$ cat config.mk
export PLATFORM = sky130hd
export DESIGN_NAME = layer_enable_delay
export DESIGN_NICKNAME = d
export VERILOG_FILES = /design/src/rtl/lde_pkg.sv /design/src/rtl/lde_rst_sync.sv /design/src/rtl/lde_chan.sv /design/src/rtl/lde_bank.sv /design/src/rtl/layer_enable_delay.sv
export SDC_FILE = /design/constraint.sdc
export NUM_CORES = 1
export LEC_CHECK = 0
export ABC_AREA = 1
export BUFFER_PORTS_ARGS = -buffer_cell sky130_fd_sc_hd__buf_2
export CAP_MARGIN = 20
export CORE_MARGIN = 1
export CORE_UTILIZATION = 62
export DETAILED_ROUTE_END_ITERATION = 10
export PLACE_DENSITY = 0.82
export SETUP_SLACK_MARGIN = 0.3
export SLEW_MARGIN = 20
export SYNTH_ARGS = -nofsm -noshare
export SYNTH_HDL_FRONTEND = slang
export SYNTH_SLANG_ARGS = --single-unit
$ cat constraint.sdc
create_clock -name clk -period 1.7 [get_ports clk]
set_input_delay 0.255 -clock clk [delete_from_list [all_inputs] [get_ports clk]]
set_output_delay 0.255 -clock clk [all_outputs]
set_load 0.02 [all_outputs]
$ cat src/rtl/lde_pkg.sv
package lde_pkg;

  // Index of each layer inside the request and effective vectors
  typedef enum logic [2:0] {
    LYR_BG0 = 3'd0,
    LYR_BG1 = 3'd1,
    LYR_BG2 = 3'd2,
    LYR_BG3 = 3'd3,
    LYR_SPR = 3'd4
  } lde_layer_e;

  localparam int unsigned LDE_LAYERS_DEF = 5;
  localparam int unsigned LDE_DELAY_DEF  = 3;

  // Per-channel control flags
  typedef struct packed {
    logic on;    // channel effective (before gating by request)
    logic fast;  // blank time seen while pending
  } lde_flags_t;

endpackage

$ cat src/rtl/lde_rst_sync.sv
module lde_rst_sync #(
  parameter int unsigned STAGES = 2
) (
  input  logic clk,
  input  logic rst_n,
  output logic srst_n
);

  logic [STAGES-1:0] chain_q;

  always_ff @(posedge clk or negedge rst_n) begin
    if (!rst_n) begin
      chain_q <= '0;
    end else begin
      chain_q <= {chain_q[STAGES-2:0], 1'b1};
    end
  end

  assign srst_n = chain_q[STAGES-1];

endmodule

$ cat src/rtl/lde_chan.sv
module lde_chan
  import lde_pkg::*;
#(
  parameter int unsigned LINES  = 3,
  parameter bit          RST_ON = 1'b0
) (
  input  logic clk,
  input  logic rst_n,
  input  logic req_i,
  input  logic line_i,
  input  logic vis_i,
  output logic eff_o
);

  localparam int unsigned CW = $clog2(LINES + 1);
  localparam logic [CW-1:0] LAST = CW'(LINES - 1);

  lde_flags_t      flg_q, flg_d;
  logic [CW-1:0]   cnt_q, cnt_d;
  logic            ce;

  // next state
  always_comb begin
    flg_d = flg_q;
    cnt_d = cnt_q;
    if (!req_i) begin
      flg_d = '0;
      cnt_d = '0;
    end else if (!flg_q.on) begin
      if (!vis_i) begin
        flg_d.fast = 1'b1;
      end else if (line_i) begin
        if (flg_q.fast || (cnt_q == LAST)) begin
          flg_d.on   = 1'b1;
          flg_d.fast = 1'b0;
          cnt_d      = '0;
        end else begin
          cnt_d = cnt_q + 1'b1;
        end
      end
    end
  end

  // state only moves while idle-off or pending
  assign ce = !req_i || !flg_q.on;

  always_ff @(posedge clk or negedge rst_n) begin
    if (!rst_n) begin
      flg_q.on   <= RST_ON;
      flg_q.fast <= 1'b0;
      cnt_q      <= '0;
    end else if (ce) begin
      flg_q <= flg_d;
      cnt_q <= cnt_d;
    end
  end

  // switching off acts in the same cycle
  assign eff_o = req_i && flg_q.on;

  AST_CNT_BELOW_LIMIT: assert property (@(posedge clk) disable iff (!rst_n)
    cnt_q < CW'(LINES));

  AST_TIMER_CLEARS: assert property (@(posedge clk) disable iff (!rst_n)
    !req_i |=> (cnt_q == '0 && !flg_q.fast));

  AST_RISE_AT_VISIBLE_START: assert property (@(posedge clk) disable iff (!rst_n)
    (req_i && $past(req_i) && eff_o && !$past(eff_o)) |-> $past(line_i && vis_i));

  AST_STAYS_ON: assert property (@(posedge clk) disable iff (!rst_n)
    (flg_q.on && req_i) |=> flg_q.on);

endmodule

$ cat src/rtl/lde_bank.sv
module lde_bank
  import lde_pkg::*;
#(
  parameter int unsigned N     = LDE_LAYERS_DEF,
  parameter int unsigned LINES = LDE_DELAY_DEF
) (
  input  logic         clk,
  input  logic         rst_n,
  input  logic [N-1:0] req_i,
  input  logic         line_i,
  input  logic         vis_i,
  output logic [N-1:0] eff_o
);

  for (genvar g = 0; g < N; g++) begin : g_ch
    lde_chan #(
      .LINES  (LINES),
      .RST_ON (1'b0)
    ) u_ch (
      .clk    (clk),
      .rst_n  (rst_n),
      .req_i  (req_i[g]),
      .line_i (line_i),
      .vis_i  (vis_i),
      .eff_o  (eff_o[g])
    );
  end

endmodule

$ cat src/rtl/layer_enable_delay.sv
module layer_enable_delay
  import lde_pkg::*;
#(
  parameter int unsigned NUM_LAYERS  = LDE_LAYERS_DEF,
  parameter int unsigned DELAY_LINES = LDE_DELAY_DEF
) (
  input  logic                  clk,
  input  logic                  rst_n,
  input  logic [NUM_LAYERS-1:0] layer_req_i,
  input  logic                  fblank_req_i,
  input  logic                  line_start_i,
  input  logic                  line_visible_i,
  output logic [NUM_LAYERS-1:0] layer_eff_o,
  output logic                  fblank_eff_o,
  output logic                  vram_grant_o
);

  logic srst_n;

  lde_rst_sync #(.STAGES(2)) u_rst (
    .clk    (clk),
    .rst_n  (rst_n),
    .srst_n (srst_n)
  );

  lde_bank #(
    .N     (NUM_LAYERS),
    .LINES (DELAY_LINES)
  ) u_layers (
    .clk    (clk),
    .rst_n  (srst_n),
    .req_i  (layer_req_i),
    .line_i (line_start_i),
    .vis_i  (line_visible_i),
    .eff_o  (layer_eff_o)
  );

  // forced blank: asserting is the delayed direction, like showing a layer
  lde_chan #(
    .LINES  (DELAY_LINES),
    .RST_ON (1'b1)
  ) u_blank (
    .clk    (clk),
    .rst_n  (srst_n),
    .req_i  (fblank_req_i),
    .line_i (line_start_i),
    .vis_i  (line_visible_i),
    .eff_o  (fblank_eff_o)
  );

  assign vram_grant_o = fblank_eff_o;

  AST_BLANK_STEADY_MIDLINE: assert property (@(posedge clk) disable iff (!srst_n)
    (fblank_req_i && $past(fblank_req_i) && !$past(line_start_i))
      |-> (fblank_eff_o == $past(fblank_eff_o)));

endmodule

* Yosys cells after proc, flatten, opt, wreduce, memory -nomap -nowiden *
Index checks and enable logic that the tools add are counted.

storage, ports and cells
  input port bits = 10
  output and inout port bits = 7
  word-level logic and storage cells = 169
  register bits = 26

operators by class
  multiplexer cells = 66
  reduce and logical (&&, ||, !) cells = 42
  add/subtract/negate cells = 6
  equality and inequality tests = 36

operators with widths
  kind                                                             count
  2-bit two-way mux                                                54
  4-bit AND reduction                                              12
  2-bit by 1-bit != test with 1-bit output, second input constant  12
  3-bit by 2-bit != test with 1-bit output, second input constant  6
  3-bit != test, second input constant                             6
  2-bit by 1-bit adder with 2-bit output, second input constant    6
  2-bit equality test, second input constant                       6
  1-bit zero test                                                  12
  1-bit logical OR                                                 12
  1-bit two-way mux                                                12
  2-bit != test, second input constant                             6
  1-bit logical AND                                                6

* Logic depth before layout (Yosys ltp) *
  word-level depth = 7
  depth in mapped cells = 7
  mapped depth without buffers = 7

* Cells and area by module *
From an unflattened synthesis, not the netlist that was laid out.

second synthesis, totals
  cells, all modules = 184
  area, all modules = 1496.4 µm²

by module, submodules not included
  module                                instances  area an instance (µm²)  cells each  sequential area each (µm²)
  lde_chan (u_layers.g_ch[0].u_ch ...)  5          239.0                   30          100.1
  lde_chan (u_blank)                    1          240.2                   30          101.3
  lde_rst_sync                          1          53.8                    3           50.0
  layer_enable_delay                    1          7.5                     1           0.0

* Worst setup path before layout *
No wires, ideal clock.

  path type = register -> output
  start = register u_blank.flg_q[1] (netlist bit)
  end = output vram_grant_o
  arrival = 0.951 ns
  buffers on the path = 1
  data required time = 1.445 ns
  slack = 0.494 ns
  cell stages (with the launch flop) = 4
  cells stage by stage = dfstp_2 nand2_1 inv_1 buf_4

on the way
  cells in the longest elaborated chain, start to end = 1

RTL lines
  item                      RTL line                  text
  start: declaration        lde_chan.sv:18            lde_flags_t flg_q, flg_d;
  start signal: assignment  lde_chan.sv:53            flg_q <= flg_d;
  1-bit logical AND         lde_chan.sv:59            assign eff_o = req_i && flg_q.on;
  end: declaration          layer_enable_delay.sv:15  output logic vram_grant_o

Every way passes these cells.

* Worst setup path after layout *
  start = register u_blank.flg_q[1] (netlist bit)
  end = output fblank_eff_o

on the way
  cells in the longest elaborated chain, start to end = 1

RTL lines
  item               RTL line                  text
  1-bit logical AND  lde_chan.sv:59
  end: declaration   layer_enable_delay.sv:14  output logic fblank_eff_o,

Every way passes these cells.

==> results.env <==
NUMBER_OF_STANDARD_CELL_ROWS_IN_THE_FLOORPLAN=17
TIMING.MAX_CAP.VIOLATIONS=0
INITIAL_CORE_UTIL_PCT=68.1
SYNTH_TOP_CELL_AREA_SHARE_PCT=40.0
SYNTHTOPCELLSBYCOUNT='sky130_fd_sc_hd__nand2_1, sky130_fd_sc_hd__inv_1, sky130_fd_sc_hd__dfrtp_1'
POWER.SWITCHING_FRACTION_PCT=30.6
WORSTPATHREQUIRED_NS=1.44
DRT_FIRST_PASS_ITERS=4
CLOCK_ROOT_BUFFER='sky130_fd_sc_hd__clkbuf_4'
YS_SEQ_ELEMENTS=26
STDCELL_AREA_UM2=1720
CTS_SINKS=26
YS_TYPES=21
WORST_SKEW_NS=0.00316
TIMING.FINAL.CRIT_SHARE_PCT=80.9
CLOCKPOWERSHARE_PCT=27.9
OUTCOME='completed'
GLOBALPLACE.CONGESTION=0.856
FIRST_GLOBAL_VIAS=1229
VIAS=1283
CRITICAL_PATH.ENDPOINT='fblank_eff_o'
SYNTH_AREA_UM2=1560
START_TO_END_TYPE_OF_THE_WORST_SETUP_PATH='flop to output port'
R2R.WORST_PATH.CELLS=5
HOLD_VIOLATIONS=0
TOTAL_NEGATIVE_SLACK_FOR_SETUP_CHECKS_NS=0
CTS.HTREE.LEVELS=1
DP.FINAL_HPWL_UM=2210
SYN_TO_FINAL_GROWTH_PCT=10.2
FILLERINSTANCES=176
DRT-TOTAL-WL_UM=2990
YS_ASYNC_SR_FRACTION_PCT=100
TIMING.FMAX_MHz=727
FLOORPLAN.IO_PINS=17
POWER.DENSITY_CELL_AREA_nW_PER_UM2=890
CP_DATA_ARRIVAL_TIME_NS=1.12
LEADING_POST_SYNTHESIS_CELLS_BY_CELL_AREA='sky130_fd_sc_hd__dfrtp_1, sky130_fd_sc_hd__nand2_1, sky130_fd_sc_hd__inv_1'
NUMBER_OF_REMAINING_DRC_ERRORS=0
CRITICAL_PATH.REG2REG.ENDPOINT='u_layers.g_ch[2].u_ch.cnt_q[0]'
CRITPATHCAPTURETYPE='output port'
GRT_FIRST_PASS_WIRELENGTH_UM=5110
LAYOUT.CELLS.NON_FILLER=242
GRT.MET1_USAGE_PCT=30.8
WORST_SETUP_PATH_START='u_blank.flg_q[1]'
GRT_SETUP_UNREPAIRED='true'
GRTUSAGEMET2_PCT=46.6
SWITCHINGPOWER_uW=470
POST_ROUTE_CELLS_DRIVE_ABOVE_1_SHARE_PCT=22.4
INITIALDRTVIOLATIONCOUNT=30
SYNTH_EDF_COUNT=0
ANTENNA_FOUND_INITIAL=0
GRT.TOTAL_USAGE_PCT=25.9
SYNTH_SEQ_AREA_SHARE_PCT=41.7
DRT-VIAS-PER-INSTANCE=5.30
SYNTH_MOST_COMMON_CELL='sky130_fd_sc_hd__nand2_1'
CRITICAL_PATH.STARTPOINT_TYPE='flop'
PLACEDCELLCOUNT=235
ANTENNADIODECOUNT=0
CTSLONGESTPATHBUFFERS=2
MAXIMUM_VDD_IR_DROP_mV=0.674
SYNTH_TOP_CELL_BY_AREA='sky130_fd_sc_hd__dfrtp_1'
WORST_HOLD_PATH_TYPE='flop to async pin'
FLOORPLAN.DIE_AREA_UM2=2730
CLK_LATENCY_NS=0.32
GATE_POWER_SHARE_PCT=23.4
SYNTHESIS.INSTANCES=199
SYN-NUM-NETS=215
GLOBAL_ROUTE.PEAK_USAGE_LAYER='met2'
POWER_FRAC_SEQ_PCT=48.7
POWER_LEAKAGE_uW=0.00101
TIMING_MAX_TRANSITION_VIOLATIONS_FINAL=0
CELL_INTERNAL_PWR_uW=1060
IO_BUFFER_COUNT=16
LAYOUT_MIN_CYCLE_TIME_NS=1.37
DIE_OUTLINE_HEIGHT_UM=52.2
CRIT-REG2REG-LAUNCH='u_layers.g_ch[2].u_ch.cnt_q[0]'
GRT_OVERFLOW_TOTAL=0
CTS_TREE='done'
YOSYSWARNINGS=0
DIE_WIDTH_UM=52.2
R2R_SETUP_SLACK_NS=0.49
PIN_COUNT_OF_THE_BIGGEST_NET_ENTERING_GLOBAL_ROUTING=20
NETS=231
TOTAL_CLOCK_BUFFERS_CREATED_BY_CTS=3
USE_MET3_PCT=3.19
DOMINANTREGCELLSYNTH='sky130_fd_sc_hd__dfrtp_1'
REMAINING_NUMBER_OF_NETS_FLAGGED_BY_THE_ANTENNA_CHECK_AFTER_ROUTING=0
CTS.CLK_SLEW.WORST_PATHS_NS=0.15
DPL-INSTANCE-AREA_UM2=1610
CORE_UM2=2300
WORSTPATHMAXFANOUT=2
WL_PER_CELL_UM=12.4
SETUP-VIOLATIONS-FINAL=0
SYNTHESIS.AREA_PER_INSTANCE_UM2=7.86
repair_timing:
item / in CTS / in global routing
setup buffers: 1 / 1
resized for setup: 7 / 7
hold buffers: 1 / 0
endpoints found under the hold margin: 2 / 0
setup endpoints to repair: 2 / 10
area by class of cell:
| class | instances | area [µm²] | share of cell area (%) |
|---|---|---|---|
| clock buffers | 3 | 22.5 | 1.31 |
| well taps | 28 | 35.0 | 2.03 |
| clock inverters | 1 | 30.0 | 1.74 |
| inverters | 34 | 130 | 7.55 |
| repair buffers | 20 | 125 | 7.26 |
| flip-flops and latches | 26 | 652 | 37.8 |
| multi-input cells | 130 | 728 | 42.3 |
power groups by stage:
stage	combinational [µW]	sequential (µW)	clock [µW]
finish	359	746	428
global route	412	756	457
CTS	357	743	427
detailed placement	343	755	0
global placement	312	751	0
floorplan	264	747	0
cells in the final DEF, fill, tap and decap left out, drive strengths merged:
cell type    count
inv             34
clkbuf           3
or2              1
nor2            17
conb             1
nand3b           1
dfrtp           25
dlygate4sd3      1
buf             19
nand3           17
dfstp            1
bufinv           1
o31ai            6
nor3             6
o21ai            8
ha               6
nand2           67
routing by layer:
metal / vias up / wire length [µm]
li1: 642 / -
met3: 10 / 69
met5: - / 0
met4: 0 / 82
met1: 604 / 1300
met2: 27 / 1540
state kept, by name (all words and copies together), names as in the netlist:
signal	cells
u_layers.g_ch.u_ch.cnt_q	10
u_layers.g_ch.u_ch.flg_q	10
u_blank.cnt_q	2
u_blank.flg_q	2
u_rst.chain_q	2
worst min path at each step:
stage / from / endpoint / slack [ns] / cells after the start
after floorplan: rst_n / u_rst.chain_q[0] / -0.04 / 0
after global placement: rst_n / u_rst.chain_q[0] / 0.04 / 1
after detailed placement: rst_n / u_rst.chain_q[1] / 0.04 / 1
after CTS: u_rst.chain_q[1] / u_blank.cnt_q[0] / 0.15 / 0
after global routing: u_rst.chain_q[1] / u_blank.cnt_q[0] / 0.18 / 0
final: u_rst.chain_q[1] / u_blank.cnt_q[0] / 0.14 / 0
critical path: stages, from the launching register on:
cell                      delay [ns]
sky130_fd_sc_hd__dfstp_2        0.58
sky130_fd_sc_hd__nand2_4        0.06
sky130_fd_sc_hd__inv_4          0.05
sky130_fd_sc_hd__buf_6          0.10
per-stage QoR:
step                setup slack, ns  total power (µW)  hold slack [ns]  util, %
floorplan                     0.494              1010          -0.0406        -
global placement              0.501              1060           0.0385     70.0
detailed placement            0.454              1100           0.0412     70.0
CTS                           0.303              1530            0.148     73.9
global route                  0.279              1620            0.181     75.0
finish                        0.325              1530            0.141     75.0
cells by family (layout without fill, tap and decap cells):
group,count (synthesis),count (layout),synth area share (%)
compound gates,14,14,9.76
simple gates,109,109,30.3
flops,26,26,41.7
buf+inv,43,58,13.2
other cells,1,1,0.240
fa+ha+maj,6,6,4.80
Power figures use the tool's default switching activity.
